File: src/rtl/io_permit_pkg.sv
package io_permit_pkg;
  localparam logic [7:0] MAP_PTR_OFS  = 8'h66;
  localparam logic [3:0] TSS_TYPE_OK  = 4'd9;
  localparam int unsigned TSS_MIN_LIM = 103;

  typedef enum logic [2:0] {
    ST_IDLE,
    ST_BASE_REQ,
    ST_BASE_WAIT,
    ST_MAP_REQ,
    ST_MAP_WAIT,
    ST_DONE
  } chk_state_e;
endpackage

File: src/rtl/tss_desc_gate.sv
module tss_desc_gate #(
  parameter int ADDR_W = 32
) (
  input  logic              present,
  input  logic [3:0]        seg_type,
  input  logic [ADDR_W-1:0] limit,
  output logic              usable
);
  import io_permit_pkg::*;
  always_comb begin
    usable = present && (seg_type == TSS_TYPE_OK) &&
             (limit >= ADDR_W'(TSS_MIN_LIM));
  end
endmodule

File: config.mk
export PLATFORM = sky130hd
export DESIGN_NAME = tss_desc_gate
export DESIGN_NICKNAME = d
export VERILOG_FILES = /design/src/rtl/io_permit_pkg.sv /design/src/rtl/tss_desc_gate.sv
export SDC_FILE = /design/constraint.sdc
export NUM_CORES = 1
export LEC_CHECK = 0
export ABC_AREA = 1
export BUFFER_PORTS_ARGS = -buffer_cell sky130_fd_sc_hd__clkbuf_2
export CAP_MARGIN = 20
export CORE_AREA = 3 3 40 42
export DETAILED_ROUTE_END_ITERATION = 6
export DIE_AREA = 0 0 43 45
export MAX_ROUTING_LAYER = met4
export PLACE_DENSITY = 0.6
export SYNTH_ARGS = -nofsm -noshare
export SYNTH_HDL_FRONTEND = slang
export SYNTH_SLANG_ARGS = --single-unit
File: constraint.sdc
create_clock -name vclk -period 0.93
set_clock_uncertainty 0.05 [all_clocks]
set_input_delay 0.186 -clock vclk [all_inputs]
set_output_delay 0.186 -clock vclk [all_outputs]
set_load 0.005 [all_outputs]
==> results.md <==
- Mapped Cells: 40
- Hold Path Class: in2out
- # IOs: 38
- Worst Path Arrival: 850 ps
- Hold Fails Final Rpt: 0
- Detailed Routing Iterations Pass 1: 1
- Drt total wl: about 590 µm
- # rows: 13
- Footprint of the multi-input gates: 148 µm²
- Setup tns final: -152 ps
- Vias/cell: 3.76
- Tcrit/Tclk final: 116%
- Core area: roughly 1300 µm²
- Failing checks: setup timing
- Warnings, synthesis: 0
- Worst slew margin: 89.5%
- Startpoint types: primary input
- # Post-CTS Setup Buffers: 0
- Fmax achieved: 925 MHz
- Die H: 45 µm
- Die width: between 40 and 50 µm
- Seq. cell area: 0 µm²
- Grt ovf: 0
- Worst-path cell chain: clkbuf_2, or2_0, nor2_1, nand2_1, nor2_1, nor2_1, clkbuf_2
- Hold path depth: 4
- # placed instances: 93
- Synthesized area: 163 µm²
- Seq_cells: 0
- Final setup fails: 1
- Final min period: between 1000 and 1500 ps
- Finished Layout Cells: 93
- Full die area: 1940 µm²
- Layout Nets: 117
- Most common cell after layout, fill and taps aside: clkbuf_2
- Worst-Margin Slew: 157 ps
- Syn_nets: 77
- Commonest non-fill, non-tap cells in the layout: 38 x clkbuf_2, 18 x nor2_1, 12 x nand2_1
- Number of port buffers: 38
- Post-place instance area: 372 µm²
- Slowest stage delay, CP: 210 ps
- First-pass GRT wire length: 828 µm
- GRT Resource Usage Total: 5.21%
- Vias: 350
- Diode count: 0
- Clkbuf count: 0
- CP Class: in2out
- Netlist cell types: 7
- Most common cell on crit path: nor2_1
- Critical path buffers and inverters: 2
- Initial DRC count: 0
- Largest net degree at the start of global routing: 3
- Share of cells above drive strength 1: 50.0%
- Maximum VDD drop: 0.0538 mV
- Drt drc: 0
- Pwr dens: 282 nW/µm²
- Final Max Slew Viols: 0
- Critical-path maximum fanout: 1
- Final Cell Area: 372 µm²
- Register area share after synthesis: 0%
- Avg WL per Cell: 6.29 µm
- Post-DP HPWL: 605 µm
- Initial antenna violation count: 0
- Vias in the first global route: 267
- Post-route ant nets: 0
- RSZ-0062 raised after global routing: true
- CP Capture Type: output pin
- Hold Path Sink: usable
- Hold_sp: present
- Critical-path top delay cell: or2_0
- Lkg Pwr: ~0.00023 µW
- PnR worst setup slack: -152 ps
- Initial Utilization: about an eighth
- Final weighted congestion in routability-driven placement: 0.558
- Max_cap viols: 0
- Outcome: finished with violations
- # fillers: 150
- Area Overhead vs Synth: 128%
- CTS hold repair buffers: 0
- Syn_area_per_cell: ~4 µm²
- CP required: 690 ps
- CP top delay family: simple AND/OR/NAND/NOR gates
-- final cells by class --
cell class                 instances  area share, %
inverter                           4           4.04
multi-input combinational         36           39.7
tap                               15           5.05
timing repair buffer              38           51.2
-- metal layers --
layer | track usage, % | vias to the layer above | wire [µm]
li1 | - | 196 | -
met3 | 0.797 | 0 | 95
met4 | 0 | 0 | 0
met2 | 11.7 | 19 | 311
met5 | - | - | 0
met1 | 4.76 | 135 | 178
-- repair_timing --
action	4_1_cts	5_1_grt
gates resized for setup	0	0
hold endpoints to repair	0	0
endpoints found under the setup margin	1	1
pin swaps	4	2
-- logic make-up (layout without fill, tap and decap cells) --
logic type	count (synthesis)	in the layout	synth area share (%)
buffers and inverters	4	42	9.23
and+or+nand+nor	36	36	90.8
-- worst max-delay path by stage --
stage                    from      to  cells past startpoint
floorplan           limit[23]  usable                      5
global placement    limit[23]  usable                      7
detailed placement  limit[23]  usable                      7
CTS                  limit[7]  usable                      8
global route        limit[23]  usable                      7
finish              limit[23]  usable                      7
-- synth_stat cells --
cell type,instances,share of area [%]
nor2_2,1,3.8
nand2_1,12,28
nand3_1,3,9.2
or2_0,1,3.8
nor3b_1,1,4.6
inv_1,4,9.2
nor2_1,18,42
-- through the flow --
stage / util [%] / hold WS (ps) / total power, µW / worst slack (ps)
2_1_floorplan: - / 424 / 28.4 / 28.4
3_3_place_gp: 28.9 / 606 / 104 / -171
3_5_place_dp: 28.9 / 609 / 106 / -183
4_1_cts: 28.9 / 609 / 107 / -162
5_1_grt: 28.9 / 639 / 120 / -244
6_report: 28.9 / 604 / 105 / -152
-- power breakdown --
group          leakage, µW  switching [µW]  total (µW)  internal [µW]
combinational     0.000231            35.5         105           69.1
clock                    0               0           0              0
sequential               0               0           0              0
Power figures use the tool's default switching activity.
